### src/rtl/pause_pkg.sv
package pause_pkg;
  localparam int unsigned DA_BYTES  = 6;
  localparam int unsigned IDX_HDR   = 12;
  localparam int unsigned IDX_QHI   = 16;
  localparam int unsigned IDX_QLO   = 17;
  localparam int unsigned MIN_LAST  = IDX_QLO;
  localparam logic [47:0] PAUSE_MCAST = 48'h0180C2000001;
  localparam logic [31:0] PAUSE_HDR   = 32'h88080001;

  function automatic logic [7:0] mcast_byte(input int i);
    logic [47:0] sh;
    sh = PAUSE_MCAST >> (8 * (5 - i));
    return sh[7:0];
  endfunction

  function automatic logic [7:0] hdr_byte(input int i);
    logic [31:0] sh;
    sh = PAUSE_HDR >> (8 * (15 - i));
    return sh[7:0];
  endfunction
endpackage

### src/rtl/pause_frame_parser.sv
module pause_frame_parser
  import pause_pkg::*;
#(
  parameter int QW = 16
) (
  input  logic          clk,
  input  logic          rst_n,
  input  logic          rx_valid,
  input  logic [7:0]    rx_data,
  input  logic          rx_sof,
  input  logic          rx_eof,
  input  logic          rx_err,
  input  logic          sta_match,
  input  logic          pat_match,
  input  logic          rx_enable,
  input  logic          mcast_qual,
  input  logic          da_qual,
  output logic          hit,
  output logic [QW-1:0] quanta
);
  localparam int CW = $clog2(MIN_LAST + 2);
  localparam logic [CW-1:0] SAT_IDX  = CW'(MIN_LAST + 1);
  localparam logic [CW-1:0] LAST_IDX = CW'(MIN_LAST);

  logic [CW-1:0] cnt_q, cnt_d, eidx;
  logic          mc_q, mc_d, hdr_q, hdr_d;
  logic [15:0]   qv_q, qv_d;
  logic          hit_q, hit_d;
  logic [QW-1:0] quanta_q, quanta_d;
  logic          qual;

  always_comb begin
    cnt_d = cnt_q;
    mc_d  = mc_q;
    hdr_d = hdr_q;
    qv_d  = qv_q;
    eidx  = rx_sof ? '0 : cnt_q;
    if (rx_valid) begin
      if (rx_sof) begin
        mc_d  = 1'b1;
        hdr_d = 1'b1;
      end
      if (int'(eidx) < DA_BYTES && rx_data != mcast_byte(int'(eidx)))
        mc_d = 1'b0;
      if (int'(eidx) >= IDX_HDR && int'(eidx) < IDX_QHI && rx_data != hdr_byte(int'(eidx)))
        hdr_d = 1'b0;
      if (int'(eidx) == IDX_QHI) qv_d[15:8] = rx_data;
      if (int'(eidx) == IDX_QLO) qv_d[7:0]  = rx_data;
      cnt_d = (eidx >= SAT_IDX) ? SAT_IDX : eidx + 1'b1;
    end
    qual  = (mcast_qual && mc_d) || (da_qual && (sta_match || pat_match));
    hit_d = rx_valid && rx_eof && !rx_err && (eidx >= LAST_IDX) && hdr_d && qual && rx_enable;
    quanta_d = hit_d ? qv_d[QW-1:0] : quanta_q;
  end

  always_ff @(posedge clk or negedge rst_n) begin
    if (!rst_n) begin
      cnt_q    <= '0;
      mc_q     <= 1'b0;
      hdr_q    <= 1'b0;
      qv_q     <= '0;
      hit_q    <= 1'b0;
      quanta_q <= '0;
    end else begin
      cnt_q    <= cnt_d;
      mc_q     <= mc_d;
      hdr_q    <= hdr_d;
      qv_q     <= qv_d;
      hit_q    <= hit_d;
      quanta_q <= quanta_d;
    end
  end

  assign hit    = hit_q;
  assign quanta = quanta_q;
endmodule

### src/rtl/pause_interval_timer.sv
module pause_interval_timer #(
  parameter int QW = 16
) (
  input  logic          clk,
  input  logic          rst_n,
  input  logic          load,
  input  logic [QW-1:0] load_val,
  input  logic          tick,
  input  logic          abort,
  output logic [QW-1:0] count,
  output logic          hold
);
  logic [QW-1:0] cnt_q, cnt_d;
  logic          cnt_en;

  always_comb begin
    cnt_en = abort || load || (tick && cnt_q != '0);
    cnt_d  = cnt_q;
    if (abort)     cnt_d = '0;
    else if (load) cnt_d = load_val;
    else if (tick && cnt_q != '0) cnt_d = cnt_q - 1'b1;
  end

  always_ff @(posedge clk or negedge rst_n) begin
    if (!rst_n)      cnt_q <= '0;
    else if (cnt_en) cnt_q <= cnt_d;
  end

  assign count = cnt_q;
  assign hold  = (cnt_q != '0);
endmodule

### src/rtl/pause_status.sv
module pause_status (
  input  logic clk,
  input  logic rst_n,
  input  logic set,
  input  logic clr,
  output logic rcvd
);
  logic rcvd_q, rcvd_d;

  always_comb begin
    rcvd_d = rcvd_q;
    if (set)      rcvd_d = 1'b1;
    else if (clr) rcvd_d = 1'b0;
  end

  always_ff @(posedge clk or negedge rst_n) begin
    if (!rst_n) rcvd_q <= 1'b0;
    else        rcvd_q <= rcvd_d;
  end

  assign rcvd = rcvd_q;
endmodule

### src/rtl/pause_rx_timer.sv
module pause_rx_timer #(
  parameter int QW = 16
) (
  input  logic       clk,
  input  logic       rst_n,
  input  logic       rx_valid,
  input  logic [7:0] rx_data,
  input  logic       rx_sof,
  input  logic       rx_eof,
  input  logic       rx_err,
  input  logic       sta_match,
  input  logic       pat_match,
  input  logic       slot_tick,
  input  logic       man_en,
  input  logic       neg_en,
  input  logic       mcast_qual,
  input  logic       da_qual,
  input  logic       stat_rd,
  output logic       pause_hold,
  output logic       stat_active,
  output logic       stat_rcvd
);
  logic          man_q;
  logic          pause_abort;
  logic          frame_hit;
  logic [QW-1:0] frame_quanta;
  logic [QW-1:0] pause_count;

  always_ff @(posedge clk or negedge rst_n) begin
    if (!rst_n) man_q <= 1'b0;
    else        man_q <= man_en;
  end

  assign pause_abort = man_q && !man_en;

  pause_frame_parser #(.QW(QW)) u_parser (
    .clk(clk), .rst_n(rst_n),
    .rx_valid(rx_valid), .rx_data(rx_data), .rx_sof(rx_sof),
    .rx_eof(rx_eof), .rx_err(rx_err),
    .sta_match(sta_match), .pat_match(pat_match),
    .rx_enable(man_en || neg_en),
    .mcast_qual(mcast_qual), .da_qual(da_qual),
    .hit(frame_hit), .quanta(frame_quanta)
  );

  pause_interval_timer #(.QW(QW)) u_timer (
    .clk(clk), .rst_n(rst_n),
    .load(frame_hit), .load_val(frame_quanta),
    .tick(slot_tick), .abort(pause_abort),
    .count(pause_count), .hold(pause_hold)
  );

  pause_status u_status (
    .clk(clk), .rst_n(rst_n),
    .set(frame_hit), .clr(stat_rd), .rcvd(stat_rcvd)
  );

  assign stat_active = pause_hold;
endmodule

### config.mk
export PLATFORM = sky130hd
export DESIGN_NAME = pause_rx_timer
export DESIGN_NICKNAME = d
export VERILOG_FILES = /design/src/rtl/pause_pkg.sv /design/src/rtl/pause_frame_parser.sv /design/src/rtl/pause_interval_timer.sv /design/src/rtl/pause_status.sv /design/src/rtl/pause_rx_timer.sv
export SDC_FILE = /design/constraint.sdc
export NUM_CORES = 1
export LEC_CHECK = 0
export ABC_AREA = 1
export BUFFER_PORTS_ARGS = -buffer_cell sky130_fd_sc_hd__buf_2
export CORE_ASPECT_RATIO = 1.5
export CORE_MARGIN = 2
export CORE_UTILIZATION = 40
export CTS_BUF_LIST = sky130_fd_sc_hd__clkbuf_16
export DETAILED_ROUTE_END_ITERATION = 10
export HOLD_SLACK_MARGIN = 0.02
export SYNTH_ARGS = -nofsm -noshare
export SYNTH_HDL_FRONTEND = slang
export SYNTH_HIERARCHICAL = 1
export SYNTH_SLANG_ARGS = --single-unit
### constraint.sdc
create_clock -name clk -period 2.05 [get_ports clk]
set_clock_uncertainty 0.1 [all_clocks]
set_input_delay 0.41 -clock clk [delete_from_list [all_inputs] [get_ports clk]]
set_output_delay 0.41 -clock clk [all_outputs]
set_load 0.01 [all_outputs]
---- Word-level counts from Yosys, hierarchy flattened ----
Cells that the tools add are included.
word-level totals
  bits in registers ....................... 58
  bits of input ports ..................... 22
  output and inout bits ................... 3
cells by class
  $add $sub $neg .......................... 4
  magnitude comparators ................... 5
  equal/unequal tests ..................... 4
  shift operators ......................... 2
  mux-type cells .......................... 16
  reductions and logical operators ........ 24
operators with widths
  kind                                                 count
  2-to-1 mux 16 bit                                    4
  >> shifter 41 x 32 -> 8 bit, first input constant    1
  >> shifter 32 x 32 -> 8 bit, first input constant    1
  2-to-1 mux 8 bit                                     2
  inequality test 8 bit                                2
  nonzero test 16 bit                                  1
  subtractor 16 x 1 -> 16 bit, second input constant   1
  logical AND 1 bit                                    13
  equality test 5 bit, second input constant           2
  >= comparator 5 bit, second input constant           2
  2-to-1 mux 5 bit                                     2
  2-to-1 mux 1 bit                                     8
  subtractor 3 x 5 -> 6 bit, first input constant      1
  subtractor 4 x 5 -> 6 bit, first input constant      1
  adder 5 x 1 -> 5 bit, second input constant          1
  >= comparator 5 x 4 -> 1 bit, second input constant  1
  logical OR 1 bit                                     5
  < comparator 5 x 3 -> 1 bit, second input constant   1
  < comparator 5 bit, second input constant            1
  nonzero test 3 bit                                   1
  logical NOT 1 bit                                    2
  AND reduction 2 bit                                  1
  nonzero test 2 bit                                   1

---- Longest topological paths before layout ----
Gate-level depths: netlist of run 1.
  depth in word-level cells ............... 11
  gate-level depth with buffers ........... 15
  mapped depth without buffers ............ 14

---- Hierarchy ----
Netlist of run 1, hierarchy kept.
modules (own cells, without submodules)
  module                times used  cells an instance  area each (µm²)  sequential area each (µm²)
  pause_frame_parser    1           229                1,929.4          1,001.0
  pause_interval_timer  1           201                1,280.0          400.4
  pause_rx_timer        1           7                  51.3             25.0
  pause_status          1           5                  40.0             25.0

---- Worst setup path before layout of run 1 ----
OpenSTA, ideal clock, no wires.
  path type ............................... reg2out
  start point ............................. register u_timer.cnt_q[0] (netlist: u_timer/count[0])
  end point ............................... output stat_active
  arrival time ............................ 1,436 ps
  data required time ...................... 1,540 ps
  slack ................................... 104 ps
  stages on the path, launching flop included .. 8
  path buffers ............................ 1
  path through ............................ dfrtp_1 -> inv_1 -> ha_1 -> nand2_4 -> nor2_8 -> nand3b_1 -> nand3b_1 -> buf_4
between the ends
  longest elaborated chain between the ends .. 1
RTL lines
  item                      RTL line                    RTL
  start: declaration        pause_interval_timer.sv:13  logic [QW-1:0] cnt_q, cnt_d;
  start signal: assignment  pause_interval_timer.sv:26  else if (cnt_en) cnt_q <= cnt_d;
  nonzero test 16 bit       pause_interval_timer.sv:30  assign hold = (cnt_q != '0);
  end: declaration          pause_rx_timer.sv:20        output logic stat_active,
Every way passes these cells.

---- Final worst setup path of run 1 ----
  start point ............................. register u_timer.cnt_q[4] (netlist: u_timer/count[4])
  end point ............................... output pause_hold
between the ends
  longest elaborated chain between the ends .. 1
RTL lines
  item                 RTL line                    RTL
  nonzero test 16 bit  pause_interval_timer.sv:30
  end: declaration     pause_rx_timer.sv:19        output logic pause_hold,
Every way passes these cells.

==> results.ini, run 1 <==
[yosys]
syn_inst=442
synth_top_area_cell=dfrtp_1
synth.most_common_cell=nand2_1
ys_top_cells_by_area=dfrtp_1, nand2_1, nand3_1, inv_1, o21ai_0
synthSimpleGateAreaFrac_pct=38.06
synth_compound_area_share_pct=8.946
synth_top_family_by_area=simple AND/OR/NAND/NOR gates
synthAdderAreaFrac_pct=1.137
yosys.area_share.xor_xnor_pct=0.2654
synth_cell_types=37
seq_area_frac_synth_pct=43.97
muxShareOfSynthArea_pct=0.3033
syn_area_um2=3301
yosysWarnings=6
synth_ff_type=dfrtp_1
synth.ff_latch_count=58
syn_area_per_cell_um2=7.468
netlist_top_cells_count=nand2_1, dfrtp_1, nand3_1, inv_1, o21ai_0
ys_async_sr_fraction_pct=100.0
synth-edff-count=0
synth_top_area_share_pct=43.97
synth_nets=467

[cells_and_area]
fin_cells=612
multi_input_comb_area_um2=1780
fillers=783
area_delta_synth_final_pct=28.89
final_net_count=527
drive_gt1_share_pct=25.25
seq_area_um2=1456
antenna_cells=0
utilization_pct=53.13

[global_route]
antenna_found_initial=0
grt_overflow=0
track_usage_pct=19.81
grt_pass1_wl_um=13680
grt_max_degree=59
grt_pass1_vias=2932

[critical_path]
crit_fanout=3
path_cells=nor2_2 -> nand2_2 -> nor2_8 -> nand3b_1 -> nand3b_1 -> buf_2
crit_path_frequent_cell=nand3b_1
start_kind=flop
cp_slowest_stage_delay_ns=0.41
worstPathArrival_ns=1.52
crit_required_ns=1.54
critPathKind=reg -> out
cpMaxStageDelayCell=dfrtp_1
crit_path_end_kind=output pin

[floorplanning]
dieWidth_um=78.17
placementRows=40
core_um2=8008
initial_utilization_pct=41.22
die-area_um2=9009
io_pins=25
die_height_um=115.3

[pwr]
p_leak_nw=2.190
switching_share_pct=39.12
power.density_nw_per_um2=1199
combPwrFrac_pct=40.8
intPower_mw=3.105
p_sw_mw=1.995
p_clk_share_pct=25.6
ir_drop_uv=540.2
sequentialPowerShare_pct=33.6

[run]
drv_cap=0

[clock_network]
cts_tree=built
clkTransAtPathRegs_ns=0.05
worst_skew_pair.late_latency_ns=0.33
cts_sinks=58
cts_buffers=9
root_buffer=clkbuf_16
cts_max_level=3
cts.path.max_buffers=2

[sta]
tightest_slew_ns=0.5850
relSlewSlack_pct=60.59
fin_crit_sh_pct=99.26
finalCriticalPeriod_ns=2.035
finalSetupViolations=0
maxSlewViolCount=0
hold_violations=0
max_freq_mhz=491.4
rsz0062_at_grt=yes

[routing]
finalWirelength_um=8277
avgRoutedWirePerCell_um=13.52
drt_iter0_drc=186
via_count=3028
drc_errors=0
ant_nets=0
viasPerCell=4.948
dr.pass1.iters=4

[placed_design]
gp_congestion=0.8963
port_buffers=24
dpl.cell_count=583
dpl.hpwl_um=5971

[worst_hold_path]
hold_path_class=in -> reg

[outcome]
status=completed

[metrics by stage]
step           instance area, um^2  worst slack (ns)  power (mW)  TNS, ns  hold WS, ns
2_1_floorplan                 3301            0.1037       3.072        0      0.01441
3_3_place_gp                  3709          -0.04921       3.524  -0.6340       0.3398
3_5_place_dp                  3709          -0.06315       3.574  -0.9493       0.3384
4_1_cts                       4050          0.005031       5.057        0       0.1082
5_1_grt                       4254           -0.1124       5.546  -0.5519       0.1129
6_report                      4254           0.01508       5.099        0       0.1206
[power groups by stage]
stage	Clock (mW)	Combinational, mW	Sequential, mW
6_report	1.31	2.08	1.71
5_1_grt	1.41	2.38	1.75
3_5_place_dp	0	1.85	1.72
2_1_floorplan	0	1.42	1.65
3_3_place_gp	0	1.81	1.71
4_1_cts	1.35	2.00	1.70
[sequential cells by signal, indices dropped and copies added, names as in the netlist]
register	cells
u_timer/count	16
u_status/rcvd	1
man_q	1
u_parser/hdr_q	1
u_parser/hit	1
u_parser/quanta	16
u_parser/cnt_q	5
u_parser/mc_q	1
u_parser/qv_q	16
[metal layers]
layer | vias up | part of all wire [%] | GRT usage [%]
li1 | 1559 | - | -
met1 | 1398 | 39 | 20.97
met2 | 54 | 55 | 36.38
met3 | 17 | 2.5 | 3.375
met4 | 0 | 2.7 | 12.05
met5 | - | 0 | 0
[placed cells by master (no fill, tap or decap), types with 3 or more instances in the layout]
cell type    n
nand2_1    149
dfrtp_1     54
nand3_1     43
inv_1       40
o21ai_0     31
buf_4       27
nor2_1      26
buf_2       24
nand3_2     15
o21ai_1     10
clkbuf_16    9
nor2_2       7
buf_12       5
nand4_1      5
nand2_8      4
nor2_4       4
nand2_2      4
inv_2        4
dfrtp_2      4
clkinv_2     3
nand2_4      3
nor3_1       3
a21oi_1      3
[critical path: cells and delay by family, from the launching register on]
family | cells | cell delay [ns]
AND/OR/NAND/NOR | 5 | 0.64
buffers and inverters | 1 | 0.14
flip-flops | 1 | 0.41
[kinds of logic after synthesis]
kind of cell / count (synthesis)
simple gates: 270
flops: 58
buf+inv: 56
compound gates: 53
fa+ha+maj: 3
xor+xnor: 1
mux: 1
[repair_timing]
action / 4_1_cts / 5_1_grt
setup buffers: 6 / 4
gates resized for setup: 8 / 30
gates cloned: 0 / 2
hold buffers: 1 / 0
pin swaps: 4 / 20
setup endpoints to repair: 2 / 19
endpoints found under the hold margin: 58 / 0
[final cells by class]
class,instances,area share (%)
inverters,44,3.941
clock buffers,9,5.294
repair buffers,59,10.71
clock inverters,7,0.8824
well taps,105,3.088
flip-flops and latches,58,34.24
multi-input cells,330,41.85
[path summary, 6_finish.rpt]
check	from	to	slack, ns	cells after the start
min	man_en	man_q	0.12	1
max reg2reg	u_parser/cnt_q[3]	u_parser/quanta[7]	0.09	12
min reg2reg	u_status/rcvd	u_status/rcvd	0.37	2
max	u_timer/count[4]	pause_hold	0.02	6
max in group asynchronous	rst_n	u_parser/cnt_q[3]	1.05	3
min in group asynchronous	rst_n	u_parser/qv_q[4]	0.51	3
No activity file was read; power rests on OpenSTA's default activity.
==> run 2, diff against run 1 <==
ABC_AREA = default   (was 1)
==> results.ini, run 2 <==
[outcome]
status=finished, violations left  ; was completed
violations=negative setup slack

[global_route]
grt_pass1_vias=2838  ; was 2932
grt_max_degree=40  ; was 59
grt_overflow=0  ; unchanged
grt_pass1_wl_um=13210  ; was 13680 um
track_usage_pct=21.05  ; was 19.81%
antenna_found_initial=0  ; unchanged

[cells_and_area]
multi_input_comb_area_um2=1755  ; was 1780 um^2
seq_area_um2=1459  ; was 1456 um^2
layout_commonest_cell=buf_4  ; was nand2_1
antenna_cells=0  ; unchanged
mostFrequentLayoutCells=buf_4, dfrtp_1, mux2_2, nor2_1, buf_2  ; was nand2_1, dfrtp_1, nand3_1, inv_1, o21ai_0
area_delta_synth_final_pct=42.62  ; was 28.89%
drive_gt1_share_pct=50.00  ; was 25.25%
fillers=626  ; was 783
final_net_count=398  ; was 527

[yosys]
netlist_top_cells_count=dfrtp_1, mux2_2, nor2_1, inv_1, nand2_1  ; was nand2_1, dfrtp_1, nand3_1, inv_1, o21ai_0
synth_top_area_share_pct=47.14  ; was 43.97%
yosysWarnings=6  ; unchanged
syn_area_um2=3079  ; was 3301 um^2
synth_top_area_cell=dfrtp_1  ; unchanged
synth_cell_types=60  ; was 37
ys_async_sr_fraction_pct=100.0  ; unchanged
synth_nets=312  ; was 467
seq_area_frac_synth_pct=47.14  ; was 43.97%
synth_ff_type=dfrtp_1  ; unchanged
syn_area_per_cell_um2=10.73  ; was 7.468 um^2
synth.most_common_cell=dfrtp_1  ; was nand2_1
syn_inst=287  ; was 442
synth-edff-count=0  ; unchanged
synth.ff_latch_count=58  ; unchanged
ys_top_cells_by_area=dfrtp_1, mux2_2, nor2_1, a311oi_1, a21oi_1  ; was dfrtp_1, nand2_1, nand3_1, inv_1, o21ai_0

[routing]
dr.pass1.iters=4  ; unchanged
via_count=2691  ; was 3028
drt_iter0_drc=103  ; was 186
viasPerCell=5.606  ; was 4.948
finalWirelength_um=8270  ; was 8277 um
avgRoutedWirePerCell_um=17.23  ; was 13.52 um
ant_nets=0  ; unchanged
drc_errors=0  ; unchanged

[sta]
fin_crit_sh_pct=119.1  ; was 99.26%
max_freq_mhz=409.6  ; was 491.4 MHz
maxSlewViolCount=0  ; unchanged
finalSetupViolations=21  ; was 0
finalSetupTns_ns=-6.311  ; was 0 ns
setup_ws_ns=-0.3913  ; was 0.01508 ns
finalCriticalPeriod_ns=2.441  ; was 2.035 ns
rsz0062_at_grt=yes  ; unchanged
fin_hold_ws_ns=0.1165  ; was 0.1206 ns
tightest_slew_ns=0.5338  ; was 0.5850 ns
relSlewSlack_pct=64.14  ; was 60.59%
hold_violations=0  ; unchanged

[clock_network]
worst_skew_pair.late_latency_ns=0.33  ; about the same
root_buffer=clkbuf_16  ; unchanged
cts.path.max_buffers=2  ; unchanged
cts_tree=built  ; unchanged
clkTransAtPathRegs_ns=0.05  ; about the same
cts_sinks=58  ; unchanged
cts_buffers=9  ; unchanged
cts_max_level=3  ; unchanged

[critical_path]
start_kind=flop  ; unchanged
r2r_cells=7  ; was 12
crit_required_ns=2.16  ; was 1.54 ns
cp_slowest_stage_delay_ns=0.43  ; was 0.41 ns
crit_path_end_kind=flop  ; was output pin
cpMaxStageDelayCell=dfrtp_1  ; unchanged
crit_fanout=17  ; was 3
critPathKind=reg -> reg  ; was reg -> out
worstPathArrival_ns=2.55  ; was 1.52 ns
r2r-start=u_parser/cnt_q[4]  ; was u_parser/cnt_q[3]
path_cells=nor4_4 -> nand3_1 -> a221oi_2 -> a31oi_2 -> nor4b_4 -> buf_12 -> mux2_2  ; was nor2_2 -> nand2_2 -> nor2_8 -> nand3b_1 -> nand3b_1 -> buf_2
worst_r2r_endpoint=u_parser/quanta[2]  ; was u_parser/quanta[7]
regToRegSetupSlack_ns=-0.39  ; was 0.09 ns

[pwr]
ir_drop_uv=917.6  ; was 540.2 uV
finalPower_mw=5.370  ; was 5.099 mW
power.density_nw_per_um2=1223  ; was 1199 nW/um^2
p_leak_nw=2.007  ; was 2.190 nW

[placed_design]
dpl.hpwl_um=5867  ; was 5971 um
place_ws_ns=-0.4649  ; was -0.06315 ns
port_buffers=24  ; unchanged
gp_congestion=0.9123  ; was 0.8963

[worst_hold_path]
worstHoldStart=man_en  ; unchanged
hold_end=man_q  ; unchanged
hold_path_class=in -> reg  ; unchanged
holdPathStages=1  ; unchanged

[floorplanning]
die-area_um2=8430  ; was 9009 um^2
initial_utilization_pct=40.71  ; was 41.22%
dieWidth_um=75.64  ; was 78.17 um
die_height_um=111.5  ; was 115.3 um
io_pins=25  ; unchanged
core_um2=7564  ; was 8008 um^2
placementRows=39  ; was 40

[run]
drv_cap=0  ; unchanged

run 2: cell count changes after synthesis, moves of 8 or more:
cell / change
o21ai_0: -22
a311oi_1: +8
nand2_1: -138
nand3_1: -51
inv_1: -29
mux2_2: +31
o21ai_1: -11
run 2: final cells by class:
cell class | count | share of cell area [%]
Timing Repair Buffer | 90 | 15.76
Tap cell | 102 | 2.906
Sequential cell | 58 | 33.22
Multi-Input combinational cell | 201 | 39.97
Clock inverter | 7 | 1.909
Clock buffer | 9 | 5.128
Inverter | 13 | 1.111
run 2: routing by layer:
layer  wire length, um  vias to the layer above  track usage [%]  share of wire [%]
li1                  -                     1255                -                  -
met1              3203                     1352            22.80                 39
met2              4513                       60            37.22                 55
met3               252                       24            4.887                3.0
met4               300                        0            9.591                3.6
met5                 0                        -                0                  0
run 2: report_power, final:
part	leakage, nW	total [mW]	internal [mW]	switching (mW)
clock network	0.156	1.57	1.05	0.522
registers	0.777	1.52	1.29	0.225
logic	1.07	2.28	1.23	1.05
run 2: cell families (layout without fill, tap and decap cells):
| family | count (synthesis) | after routing | share of synthesized area (%) |
|---|---|---|---|
| AND/OR/NAND/NOR | 99 | 99 | 19.30 |
| AO/OA/AOI/OAI | 62 | 62 | 14.83 |
| flip-flops | 58 | 58 | 47.14 |
| multiplexers | 32 | 32 | 11.70 |
| buffers and inverters | 28 | 119 | 4.388 |
| XOR/XNOR | 5 | 5 | 1.422 |
| adder cells (fa/ha/maj) | 3 | 3 | 1.219 |
run 2: worst max path at each step:
stage	startpoint	endpoint	slack (ns)
finish	u_parser/cnt_q[4]	u_parser/quanta[2]	-0.39
global route	u_parser/cnt_q[0]	u_parser/quanta[2]	-0.49
CTS	u_parser/cnt_q[4]	u_parser/quanta[2]	-0.41
detailed placement	u_parser/cnt_q[2]	u_parser/quanta[7]	-0.46
global placement	u_parser/cnt_q[2]	u_parser/quanta[2]	-0.42
floorplan	u_parser/cnt_q[0]	u_parser/quanta[0]	-0.49
run 2: what timing repair did:
item / CTS / global route
endpoints found under the setup margin: 27 / 41
hold buffers: 1 / 0
pin swaps: 12 / 12
setup buffers: 7 / 3
resized for setup: 26 / 27
hold endpoints to repair: 19 / 0
run 2: worst max-delay path: cells and delay by family, from the launching register on:
family | cells | cell delay (ns)
simple gates | 3 | 0.76
compound gates | 2 | 0.50
flops | 1 | 0.43
mux | 1 | 0.34
buf+inv | 1 | 0.19
run 2: stage by stage:
step                cell area [um^2]  cells  utilization [%]
floorplan                       3142    287                -
global placement                3757    454            49.68
detailed placement              3757    454            49.68
CTS                             4234    478            55.98
global route                    4392    480            58.06
finish                          4392    480            58.06
==> run 3, diff against run 2 <==
CORE_UTILIZATION = 59   (was 40)
CTS_CLUSTER_DIAMETER = 100   (was default)
PLACE_DENSITY = 0.79   (was default)
==> results.ini, run 3 (same netlist as run 2, synthesis figures left out) <==
[sta]
relSlewSlack_pct=55.93  ; was 64.14%
finalCriticalPeriod_ns=2.594  ; was 2.441 ns
setup_ws_ns=-0.5442  ; was -0.3913 ns
rsz0062_at_grt=yes  ; unchanged
max_freq_mhz=385.5  ; was 409.6 MHz
finalSetupTns_ns=-9.737  ; was -6.311 ns
finalSetupViolations=28  ; was 21
fin_crit_sh_pct=126.5  ; was 119.1%
fin_hold_ws_ns=0.1282  ; was 0.1165 ns
hold_violations=0  ; unchanged
maxSlewViolCount=0  ; unchanged
tightest_slew_ns=0.6525  ; was 0.5338 ns

[routing]
drc_errors=0  ; unchanged
avgRoutedWirePerCell_um=23.55  ; was 17.23 um
ant_nets=0  ; unchanged
via_count=2960  ; was 2691
dr.pass1.iters=5  ; was 4
drt_iter0_drc=326  ; was 103
finalWirelength_um=10340  ; was 8270 um
viasPerCell=6.743  ; was 5.606

[run]
drv_cap=0  ; unchanged

[pwr]
combPwrFrac_pct=42.6  ; was 42.5%
finalPower_mw=5.415  ; was 5.370 mW
power.density_nw_per_um2=1248  ; was 1223 nW/um^2
intPower_mw=3.478  ; was 3.574 mW
sequentialPowerShare_pct=27.7  ; was 28.3%
ir_drop_uv=1154  ; was 917.6 uV
p_sw_mw=1.936  ; was 1.796 mW
p_clk_share_pct=29.7  ; was 29.2%
switching_share_pct=35.76  ; was 33.44%
p_leak_nw=1.988  ; was 2.007 nW

[critical_path]
r2r-start=u_parser/cnt_q[3]  ; was u_parser/cnt_q[4]
crit_required_ns=2.16  ; about the same
start_kind=flop  ; unchanged
crit_path_end_kind=flop  ; unchanged
worstPathArrival_ns=2.70  ; was 2.55 ns
crit_fanout=8  ; was 17
worst_r2r_endpoint=u_parser/quanta[0]  ; was u_parser/quanta[2]
regToRegSetupSlack_ns=-0.54  ; was -0.39 ns
critPathKind=reg -> reg  ; unchanged
crit_end=u_parser/quanta[0]  ; was u_parser/quanta[2]
r2r_cells=8  ; was 7
startpoint=u_parser/cnt_q[3]  ; was u_parser/cnt_q[4]

[clock_network]
cts_sinks=58  ; unchanged
root_buffer=clkbuf_16  ; unchanged
cts_buffers=9  ; unchanged
cts.path.max_buffers=2  ; unchanged
clkTransAtPathRegs_ns=0.05  ; about the same
cts_max_level=3  ; unchanged
cts_tree=built  ; unchanged
worst_skew_pair.late_latency_ns=0.33  ; about the same

[placed_design]
placed_area_um2=3650  ; was 3757 um^2
port_buffers=24  ; unchanged
gp_congestion=0.9846  ; was 0.9123
dpl.hpwl_um=5349  ; was 5867 um
dpl.cell_count=413  ; was 454
place_ws_ns=-0.4998  ; was -0.4649 ns

[floorplanning]
core_um2=5085  ; was 7564 um^2
die-area_um2=5825  ; was 8430 um^2
io_pins=25  ; unchanged
dieWidth_um=62.99  ; was 75.64 um
initial_utilization_pct=60.56  ; was 40.71%
placementRows=32  ; was 39
die_height_um=92.48  ; was 111.5 um

[global_route]
grt_pass1_wl_um=14140  ; was 13210 um
grt_pass1_vias=2766  ; was 2838
grt_overflow=0  ; unchanged
track_usage_pct=32.07  ; was 21.05%
antenna_found_initial=0  ; unchanged
grt_max_degree=59  ; was 40

[cells_and_area]
antenna_cells=0  ; unchanged
final_net_count=391  ; was 398
fillers=256  ; was 626
drive_gt1_share_pct=47.98  ; was 50.00%
utilization_pct=85.31  ; was 58.06%
layout_commonest_cell=dfrtp_1  ; was buf_4
fin_cells=439  ; was 480
area_delta_synth_final_pct=40.88  ; was 42.62%
design_area_um2=4338  ; was 4392 um^2
mostFrequentLayoutCells=dfrtp_1, buf_4, nor2_1, buf_2, mux2_2  ; was buf_4, dfrtp_1, mux2_2, nor2_1, buf_2

[outcome]
violations=negative setup slack  ; unchanged
status=finished, violations left  ; unchanged

[worst_hold_path]
hold_path_class=in -> reg  ; unchanged

[run 3: layer usage]
| layer | GRT usage (%) | vias up | part of all wire [%] |
|---|---|---|---|
| met5 | 0 | - | 0 |
| met4 | 14.07 | 0 | 5.5 |
| met3 | 5.103 | 57 | 7.6 |
| met2 | 57.45 | 230 | 51 |
| met1 | 37.47 | 1430 | 36 |
| li1 | - | 1243 | - |
[run 3: timing repair]
action / 4_1_cts / 5_1_grt
pin swaps: 11 / 12
endpoints found under the hold margin: 58 / 0
cloned: 0 / 1
buffers inserted: 5 / 3
hold buffers: 1 / 0
gates resized for setup: 24 / 37
setup endpoints to repair: 30 / 40
[run 3: worst min-delay path by stage]
stage	start	end	slack, ns	cells past startpoint
after floorplan	rst_n	man_q	0.01	0
after detailed placement	rst_n	u_parser/cnt_q[2]	0.33	2
after CTS	man_en	man_q	0.13	1
final	man_en	man_q	0.13	1
after global placement	rst_n	u_parser/cnt_q[1]	0.33	2
after global routing	man_en	man_q	0.13	1
[run 3: cell type report]
class                   instances  area (um^2)  area share [%]
clock buffers                   9        225.2           5.192
clock inverters                 7        85.08           1.961
inverters                      13        51.30           1.183
multi-input cells             201         1793           41.33
flip-flops and latches         58         1454           33.52
well taps                      68        85.08           1.961
repair buffers                 83        644.4           14.85
[run 3: power by group through the flow]
stage	Combinational [mW]	Clock, mW	Sequential [mW]
6_report	2.31	1.61	1.50
5_1_grt	2.41	1.66	1.52
4_1_cts	1.93	1.58	1.47
3_5_place_dp	1.64	0	1.47
3_3_place_gp	1.59	0	1.47
2_1_floorplan	1.03	0	1.43
[run 3: critical path, cell delays in order, from the launching register on]
cell,delay [ns]
dfrtp_1,0.45
buf_4,0.20
nand4_1,0.12
xnor2_1,0.17
o41ai_2,0.49
nor4b_4,0.27
buf_4,0.18
clkbuf_16,0.16
mux2_2,0.34
